===== src/rtl/stx_pkg.sv =====
package stx_pkg;
    localparam int DATA_MAX = 9;
    localparam int FRAME_W  = 1 + DATA_MAX + 1 + 2;
    localparam int LEFT_W   = $clog2(FRAME_W + 1);

    typedef struct packed {
        logic irq_done;
        logic cts_en;
        logic two_stop;
        logic par_odd;
        logic par_en;
        logic nine;
    } fmt_t;

    localparam int FMT_W = $bits(fmt_t);

    typedef struct packed {
        logic [FRAME_W-1:0] shreg;
        logic [LEFT_W-1:0]  left;
        logic               busy;
    } shf_t;
endpackage


===== src/rtl/stx_baud.sv =====
module stx_baud #(
    parameter int DIV_W = 8,
    parameter int OVS   = 16
) (
    input  logic             clk,
    input  logic             rst_n,
    input  logic             run,
    input  logic             clk_en,
    input  logic [DIV_W-1:0] div,
    output logic             tick
);
    localparam int OVS_W = $clog2(OVS);
    localparam int CNT_W = DIV_W + OVS_W;

    logic [CNT_W-1:0] cnt_d, cnt_q;
    logic [CNT_W-1:0] term;

    always_comb begin
        term  = {div, {OVS_W{1'b1}}};
        cnt_d = cnt_q;
        tick  = 1'b0;
        if (!run) begin
            cnt_d = '0;
        end else if (clk_en) begin
            if (cnt_q >= term) begin
                tick  = 1'b1;
                cnt_d = '0;
            end else begin
                cnt_d = cnt_q + CNT_W'(1);
            end
        end
    end

    always_ff @(posedge clk or negedge rst_n) begin
        if (!rst_n) cnt_q <= '0;
        else        cnt_q <= cnt_d;
    end
endmodule


===== src/rtl/stx_sync.sv =====
module stx_sync #(
    parameter int STAGES = 2
) (
    input  logic clk,
    input  logic rst_n,
    input  logic d,
    output logic q
);
    logic [STAGES-1:0] sh_d, sh_q;

    always_comb begin
        sh_d = {sh_q[STAGES-2:0], d};
    end

    always_ff @(posedge clk or negedge rst_n) begin
        if (!rst_n) sh_q <= '1;
        else        sh_q <= sh_d;
    end

    assign q = sh_q[STAGES-1];
endmodule


===== src/rtl/stx_frame.sv =====
module stx_frame
    import stx_pkg::*;
(
    input  logic                clk,
    input  logic                rst_n,
    input  logic                load,
    input  logic                tick,
    input  logic [DATA_MAX-1:0] data,
    input  fmt_t                fmt,
    output logic                txd,
    output logic                busy,
    output logic                frame_end
);
    shf_t st_d, st_q;

    logic [DATA_MAX-1:0] used;
    logic                par;
    logic [FRAME_W-1:0]  img;
    logic [LEFT_W-1:0]   len;

    always_comb begin
        used = data;
        if (!fmt.nine) used[DATA_MAX-1] = 1'b0;
        par = (^used) ^ fmt.par_odd;

        img      = '1;
        img[0]   = 1'b0;
        img[8:1] = data[7:0];
        if (fmt.nine) img[9] = data[8];
        if (fmt.par_en) begin
            if (fmt.nine) img[10] = par;
            else          img[9]  = par;
        end
        len = LEFT_W'(10) + LEFT_W'(fmt.nine) + LEFT_W'(fmt.par_en)
            + LEFT_W'(fmt.two_stop);

        frame_end = st_q.busy && tick && (st_q.left == LEFT_W'(1));

        st_d = st_q;
        if (load) begin
            st_d.shreg = img;
            st_d.left  = len;
            st_d.busy  = 1'b1;
        end else if (st_q.busy && tick) begin
            st_d.shreg = {1'b1, st_q.shreg[FRAME_W-1:1]};
            st_d.left  = st_q.left - LEFT_W'(1);
            if (frame_end) st_d.busy = 1'b0;
        end
    end

    always_ff @(posedge clk or negedge rst_n) begin
        if (!rst_n) begin
            st_q.shreg <= '1;
            st_q.left  <= '0;
            st_q.busy  <= 1'b0;
        end else begin
            st_q <= st_d;
        end
    end

    assign txd  = st_q.busy ? st_q.shreg[0] : 1'b1;
    assign busy = st_q.busy;
endmodule


===== src/rtl/stx_core.sv =====
module stx_core
    import stx_pkg::*;
#(
    parameter int DIV_W       = 8,
    parameter int OVS         = 16,
    parameter int SYNC_STAGES = 2,
    localparam int WR_W       = DIV_W + FMT_W
) (
    input  logic            clk,
    input  logic            rst_n,
    input  logic            clk_en,
    input  logic            wr_en,
    input  logic            wr_cfg,
    input  logic [WR_W-1:0] wr_data,
    input  logic            tx_en,
    input  logic            cts_line,
    input  logic            irq_ack,
    output logic            txd,
    output logic            buf_empty,
    output logic            shift_empty,
    output logic            irq
);
    typedef struct packed {
        logic [DIV_W-1:0]    div;
        fmt_t                fmt;
        logic [DATA_MAX-1:0] hold;
        logic                full;
        logic                irq;
    } st_t;

    st_t  st_d, st_q;
    logic cts_s;
    logic tick;
    logic busy;
    logic frame_end;
    logic load;
    logic cts_ok;
    logic set_evt;
    logic cts_en_w;

    stx_sync #(.STAGES(SYNC_STAGES)) u_sync (
        .clk   (clk),
        .rst_n (rst_n),
        .d     (cts_line),
        .q     (cts_s)
    );

    stx_baud #(.DIV_W(DIV_W), .OVS(OVS)) u_baud (
        .clk    (clk),
        .rst_n  (rst_n),
        .run    (busy),
        .clk_en (clk_en),
        .div    (st_q.div),
        .tick   (tick)
    );

    stx_frame u_frame (
        .clk       (clk),
        .rst_n     (rst_n),
        .load      (load),
        .tick      (tick),
        .data      (st_q.hold),
        .fmt       (st_q.fmt),
        .txd       (txd),
        .busy      (busy),
        .frame_end (frame_end)
    );

    always_comb begin
        cts_ok  = !st_q.fmt.cts_en || !cts_s;
        load    = st_q.full && tx_en && cts_ok && (!busy || frame_end);
        set_evt = st_q.fmt.irq_done ? (frame_end && !load) : load;

        st_d      = st_q;
        st_d.full = st_q.full && !load;
        if (wr_en && wr_cfg) begin
            st_d.div = wr_data[DIV_W-1:0];
            st_d.fmt = fmt_t'(wr_data[DIV_W +: FMT_W]);
        end
        if (wr_en && !wr_cfg) begin
            st_d.hold = wr_data[DATA_MAX-1:0];
            st_d.full = 1'b1;
        end
        st_d.irq = set_evt || (st_q.irq && !irq_ack);
    end

    always_ff @(posedge clk or negedge rst_n) begin
        if (!rst_n) begin
            st_q.div  <= '0;
            st_q.fmt  <= '0;
            st_q.hold <= '0;
            st_q.full <= 1'b0;
            st_q.irq  <= 1'b0;
        end else begin
            st_q <= st_d;
        end
    end

    assign cts_en_w    = st_q.fmt.cts_en;
    assign buf_empty   = !st_q.full;
    assign shift_empty = !busy;
    assign irq         = st_q.irq;
endmodule


===== config.mk =====
export PLATFORM = sky130hd
export DESIGN_NAME = stx_core
export DESIGN_NICKNAME = d
export VERILOG_FILES = /design/src/rtl/stx_pkg.sv /design/src/rtl/stx_baud.sv /design/src/rtl/stx_sync.sv /design/src/rtl/stx_frame.sv /design/src/rtl/stx_core.sv
export SDC_FILE = /design/constraint.sdc
export NUM_CORES = 1
export LEC_CHECK = 0
export ABC_AREA = 1
export CORE_UTILIZATION = 55
export CTS_CLUSTER_SIZE = 16
export DETAILED_ROUTE_END_ITERATION = 12
export MAX_ROUTING_LAYER = met4
export PLACE_DENSITY = 0.81
export SLEW_MARGIN = 20
export SYNTH_ARGS = -nofsm -noshare
export SYNTH_HDL_FRONTEND = slang
export SYNTH_SLANG_ARGS = --single-unit

===== constraint.sdc =====
create_clock -name clk -period 1.95 [get_ports clk]
set_clock_uncertainty 0.1 [all_clocks]
set_input_delay 0.39 -clock clk [delete_from_list [all_inputs] [get_ports clk]]
set_output_delay 0.39 -clock clk [all_outputs]
set_load 0.1 [all_outputs]

==> reports/summary.txt, run 1 <==
most common cell in the netlist: nand2_1
slew margin rel.: 0.659
Cell Chain, Critical Path: inv_1, ha_1, nand2_2, nor2_2, nand2_1, nand3_2, nand3_2, nand2_4, nand2_8, buf_8, o21ai_2, inv_1
Min-Delay Path Class: flop to flop
met1 WL: 2700 um
io pins: 26
synthesized net count: 394
Power Total: 3.47 mW
post-place setup slack: 0.0105 ns
DR vias: 2470
minimum clock period: 1.99 ns
crit path launch type: flop
GPL Wtd Cong: 0.798
FP Rows: 26
Fmax: 0.502 GHz
CP peak stage delay: 0.37 ns
Yosys cell types: 36
Logic pwr share: 0.319
max layer used: met4
final worst slack: -0.0436 ns
CP max stage cell: dfrtp_1
DR pass1 iterations: 5
CTS tree: done
share of the synthesized area in the top cell type: 0.354
final setup vio count: 4
Pint: 2.26 mW
Die Ht: 75.5 um
CTS Buffer Depth: 2
metal2 WL: 3210 um
Reg clk slew, reported paths: 0.10 ns
register area share after synthesis: 0.469
Power per Cell Area: 940 mW/mm^2
die area: 0.00570 mm^2
wire per inst: 13.4 um
period utilization: 1.02
Yosys top cell by area: dfrtp_1
Initial Util: 0.578
Die Span X: 75.5 um
max-slew violation count: 0
Residual DRC: 0
Routed WL: 6320 um
Net Sw Frac: 0.350
Detail Route met3 WL: 301 um
Primary FF master, synth: dfrtp_1
run status: finished with violations
CTS Buf Count: 5
vias in the first global route: 2204
initial antenna violation count: 0
Psw: 1.21 mW
crit path kind: flop to flop
yosys warns: 0
synth top area cells: dfrtp_1 (35%), nand2_1 (13%), dfstp_2 (11%), inv_1 (6.9%), o21ai_0 (4.7%)
setup tns final: -0.105 ns
Slew @ Worst Pin: 0.510 ns
syn avg cell area: 8.25 um^2
RSZ-0062 raised after global routing: true
gr usage total: 0.231
nets: 436
Routed Antenna Nets: 0
clock power share: 0.202
Setup crit end kind: flop
core area: 0.00514 mm^2
first-pass GRT wire length: 9420 um
via density per instance: 5.22
pin count of the biggest net entering global routing: 56
CTS sink count: 55
Async S/R FF share, synth: 1.00
number of synthesized flops with an enable pin: 0
synth cell count leaders: nand2_1 (101), inv_1 (55), dfrtp_1 (42)
Hold Slack: 0.261 ns
#FFs+latches synth: 55
WP data required: 2.12 ns
Area Overhead vs Synth: 24.3%
worst skew pair latency: 0.33 ns
Fin. Hold Viols: 0
share of cells above drive strength 1: 0.228
Mapped Area: 0.00297 mm^2
Max IR drop VDD: 0.485 mV
ANT cells: 0
maxcap violations: 0
H-tree Lvls: 2
sequential power share: 0.479
failing checks: setup timing
Critical Path AT: 2.16 ns
Starting DRT DRC Count: 137
Root Buffer: clkbuf_8
Leak Pwr: 1.82 nW
Gate Count Post-Synth: 360
Final HPWL DP: 4260 um
global route overflow: 0
CP max FO: 8
input/output buffers: 25
final timing paths:
check	startpoint	end	slack, ns	depth (start not counted)
max	st_q[23]	u_frame.st_q[12]	-0.04	12
min	u_sync.sh_q[0]	u_sync.sh_q[1]	0.26	0
max reg2reg	st_q[23]	u_frame.st_q[12]	-0.04	12
min reg2reg	u_sync.sh_q[0]	u_sync.sh_q[1]	0.26	0
max in group asynchronous	rst_n	u_frame.st_q[14]	0.98	3
min in group asynchronous	rst_n	st_q[14]	0.49	3
logic make-up (layout without fill, tap and decap cells):
family | count (synthesis) | after routing | share of synthesized area
AOI/OAI and AO/OA | 57 | 57 | 0.106
xor gates and xnor gates | 9 | 9 | 0.0265
adders and majority gates | 12 | 12 | 0.0531
buffers and inverters | 65 | 108 | 0.0960
DFF | 55 | 55 | 0.469
muxes | 2 | 2 | 0.00758
and+or+nand+nor | 160 | 160 | 0.242
area by class of cell:
cell class              instances  area [um^2]
inverters                      58          236
fillers                       389         1450
well taps                      70         87.6
flip-flops and latches         55         1400
repair buffers                 42          439
clock inverters                 2         17.5
multi-input cells             240         1430
clock buffers                   6         82.6
layout by cell type (no fill, tap or decap), drive strengths merged, types with 3 or more instances in the layout:
| master | count |
|---|---|
| nor3 | 5 |
| dfstp | 13 |
| xnor2 | 3 |
| buf | 21 |
| clkdlybuf4s50 | 20 |
| nand2 | 106 |
| a21oi | 10 |
| nor2 | 22 |
| dfrtp | 42 |
| inv | 58 |
| nand3 | 23 |
| ha | 11 |
| clkbuf | 6 |
| o21ai | 40 |
| xor2 | 6 |
through the flow:
step | instance area, um^2 | util | std cells
5_1_grt | 3690 | 0.718 | 473
4_1_cts | 3490 | 0.679 | 467
2_1_floorplan | 2980 | - | 360
3_5_place_dp | 3380 | 0.657 | 458
3_3_place_gp | 3380 | 0.657 | 458
6_report | 3690 | 0.718 | 473
registers in the layout, summed over array words and instances (netlist names):
signal,count
st_q,23
cts_en_w,1
u_sync.sh_q,2
u_frame.st_q,15
irq,1
u_frame.busy,1
u_baud.cnt_q,12
worst max-delay path: cells and delay by family (launching register included):
family / cells / cell delay [ns]
compound gates: 1 / 0.12
simple gates: 7 / 0.74
flops: 1 / 0.37
buf+inv: 3 / 0.28
fa+ha+maj: 1 / 0.32
what timing repair did:
action | 4_1_cts | 5_1_grt
pin swaps | 0 | 15
gates resized for setup | 1 | 39
setup buffers | 0 | 6
setup endpoints to repair | 2 | 24
endpoints found under the hold margin | 42 | 0
hold buffers | 1 | 0
layer usage:
layer  vias up  track usage
met2        59        0.377
met5         -            -
met1      1172        0.292
met4         0       0.0802
met3        14       0.0397
li1       1225            -
power by group through the flow:
| stage | Sequential, mW | Combinational [mW] | Clock [mW] |
|---|---|---|---|
| final | 1.66 | 1.11 | 0.700 |
| after global routing | 1.70 | 1.26 | 0.752 |
| after CTS | 1.65 | 1.01 | 0.701 |
| after detailed placement | 1.67 | 0.996 | 0 |
| after global placement | 1.66 | 0.950 | 0 |
| after floorplan | 1.62 | 0.737 | 0 |
No activity file was read; power rests on OpenSTA's default activity.
==> inputs of run 2 (changes only) <==
Settings changed: CTS_CLUSTER_DIAMETER set to 30.
==> results of run 2 <==
The final DEF is identical to that of run 1; final timing and power are the same.
==> inputs of run 3 (changes only) <==
Settings changed: CORE_UTILIZATION 55 to 57, PLACE_DENSITY 0.81 to 0.83.
==> run 3 against run 2 <==
- the flow now finishes without violations
- combinational power barely moved
- via count rose by 1.4%
- first-iteration DRC count rose by 55%
- sequential share of layout area fell by 0.59 points
- global-route usage rose by 2.1 points
- maximum frequency rose by 2.3%
- sequential power barely moved
- highest routed layer unchanged
==> reports/summary.txt, run 3 (synthesis results as in run 1) <==
commonest non-fill, non-tap cell in the layout: nand2_1
H-tree Lvls: 2
CTS Buffer Depth: 2
vias in the first global route: 2309
largest registers: st_q (23), u_frame.st_q (15), u_baud.cnt_q (12)
Design Area, Final: 0.00375 mm^2
Die Ht: 74.2 um
DR vias: 2504
Residual DRC: 0
via density per instance: 5.26
WP data required: 2.10 ns
CP max FO: 7
Slew @ Worst Pin: 0.515 ns
Routed WL: 6630 um
crit path kind: flop to flop
GPL Wtd Cong: 0.816
CTS sink count: 55
max-slew violation count: 0
Root Buffer: clkbuf_8
most frequent cells in the layout: nand2_1 (93), inv_1 (49), dfrtp_1 (41), o21ai_0 (28)
Critical Path AT: 2.10 ns
CTS tree: done
Max IR drop VDD: 0.669 mV
CP peak stage delay: 0.44 ns
DR pass1 iterations: 4
share of cells above drive strength 1: 0.235
Final HPWL DP: 4450 um
CTS Buf Count: 5
Leak Pwr: 1.84 nW
CP max stage cell: dfrtp_1
Reg with most FFs: st_q
input/output buffers: 25
Initial Util: 0.609
Critical Path Start: u_baud.cnt_q[5]
worst skew pair latency: 0.32 ns
Fin. Hold Viols: 0
most frequent CP cell: nand2_2
period utilization: 0.999
Fmax: 0.513 GHz
Layout Utilization: 0.768
Critical R2R Launch: u_baud.cnt_q[5]
worst hold start: u_sync.sh_q[0]
Power per Cell Area: 919 mW/mm^2
Starting DRT DRC Count: 212
Power Total: 3.45 mW
initial antenna violation count: 0
DP Area: 0.00338 mm^2
Cell Chain, Critical Path: ha_4, nand2_2, nand2_2, nand2_2, nand2_2, nand2_2, nand3_4, nand3_4, nand2_4, nand2_8, buf_6, o21ai_1, inv_1
FP Rows: 25
max reg flops: 23
Min-Delay Path Class: flop to flop
filler instances: 345
Reg clk slew, reported paths: 0.10 ns
worst path bufs/invs: 2
pin count of the biggest net entering global routing: 43
Routed Antenna Nets: 0
run status: complete, no violations
wire per inst: 13.9 um
crit path launch type: flop
global route overflow: 0
ANT cells: 0
Setup crit end kind: flop
io pins: 26
slew margin rel.: 0.656
minimum clock period: 1.95 ns
fin cells: 476
RSZ-0062 raised after global routing: true
multi-input logic area: 0.00147 mm^2
first-pass GRT wire length: 10100 um
maxcap violations: 0
nets: 442
final setup vio count: 0
family with the most delay on the worst path: simple AND/OR/NAND/NOR gates
gr usage total: 0.252
Die Span X: 74.2 um
sequential cell area: 0.00139 mm^2
setup tns final: 0 ns
die area: 0.00551 mm^2
Area Overhead vs Synth: 26.1%
DP Cell Count: 455
core area: 0.00488 mm^2
-- run 3: final cells by class --
type | count | share of cell area
timing repair buffer | 46 | 0.124
multi-input combinational | 241 | 0.392
timing repair inverter | 1 | 0.00234
inverter | 58 | 0.0631
clock inverter | 2 | 0.00434
sequential | 55 | 0.372
clock buffer | 6 | 0.0194
tap | 67 | 0.0224
-- run 3: path summary, 6_finish.rpt --
check	endpoint	slack (ns)	cells past startpoint
max in group asynchronous	u_frame.st_q[15]	0.77	3
worst max-delay path	u_frame.st_q[13]	0.002	13
min in group asynchronous	cts_en_w	0.40	2
worst min-delay path	u_sync.sh_q[1]	0.27	0
worst max register to register	u_frame.st_q[13]	0.002	13
worst min register to register	u_sync.sh_q[1]	0.27	0
-- run 3: repair_timing --
action	in CTS	in global routing
hold buffers	1	0
setup endpoints to repair	8	27
resized for setup	5	35
pin swaps	1	13
setup buffers	1	9
cloned	0	2
endpoints found under the hold margin	10	0
-- run 3: per-stage QoR --
stage	hold slack [ns]	setup slack, ns
finish	0.266	0.00195
CTS	0.269	-0.00710
floorplan	-0.00559	0.0317
global placement	0.208	0.0572
global route	0.273	-0.0987
detailed placement	0.215	-0.00608
-- run 3: routing by layer --
| layer | track usage | vias up | part of all wire |
|---|---|---|---|
| met5 | - | - | 0 |
| met4 | 0.0705 | 0 | 0.014 |
| met3 | 0.0447 | 7 | 0.031 |
| met2 | 0.405 | 55 | 0.51 |
| met1 | 0.330 | 1212 | 0.44 |
| li1 | - | 1230 | - |
-- run 3: power breakdown --
group | leakage (nW) | switching (mW) | internal, mW
clock | 0.0418 | 0.390 | 0.259
sequential | 0.650 | 0.200 | 1.47
combinational | 1.15 | 0.643 | 0.478
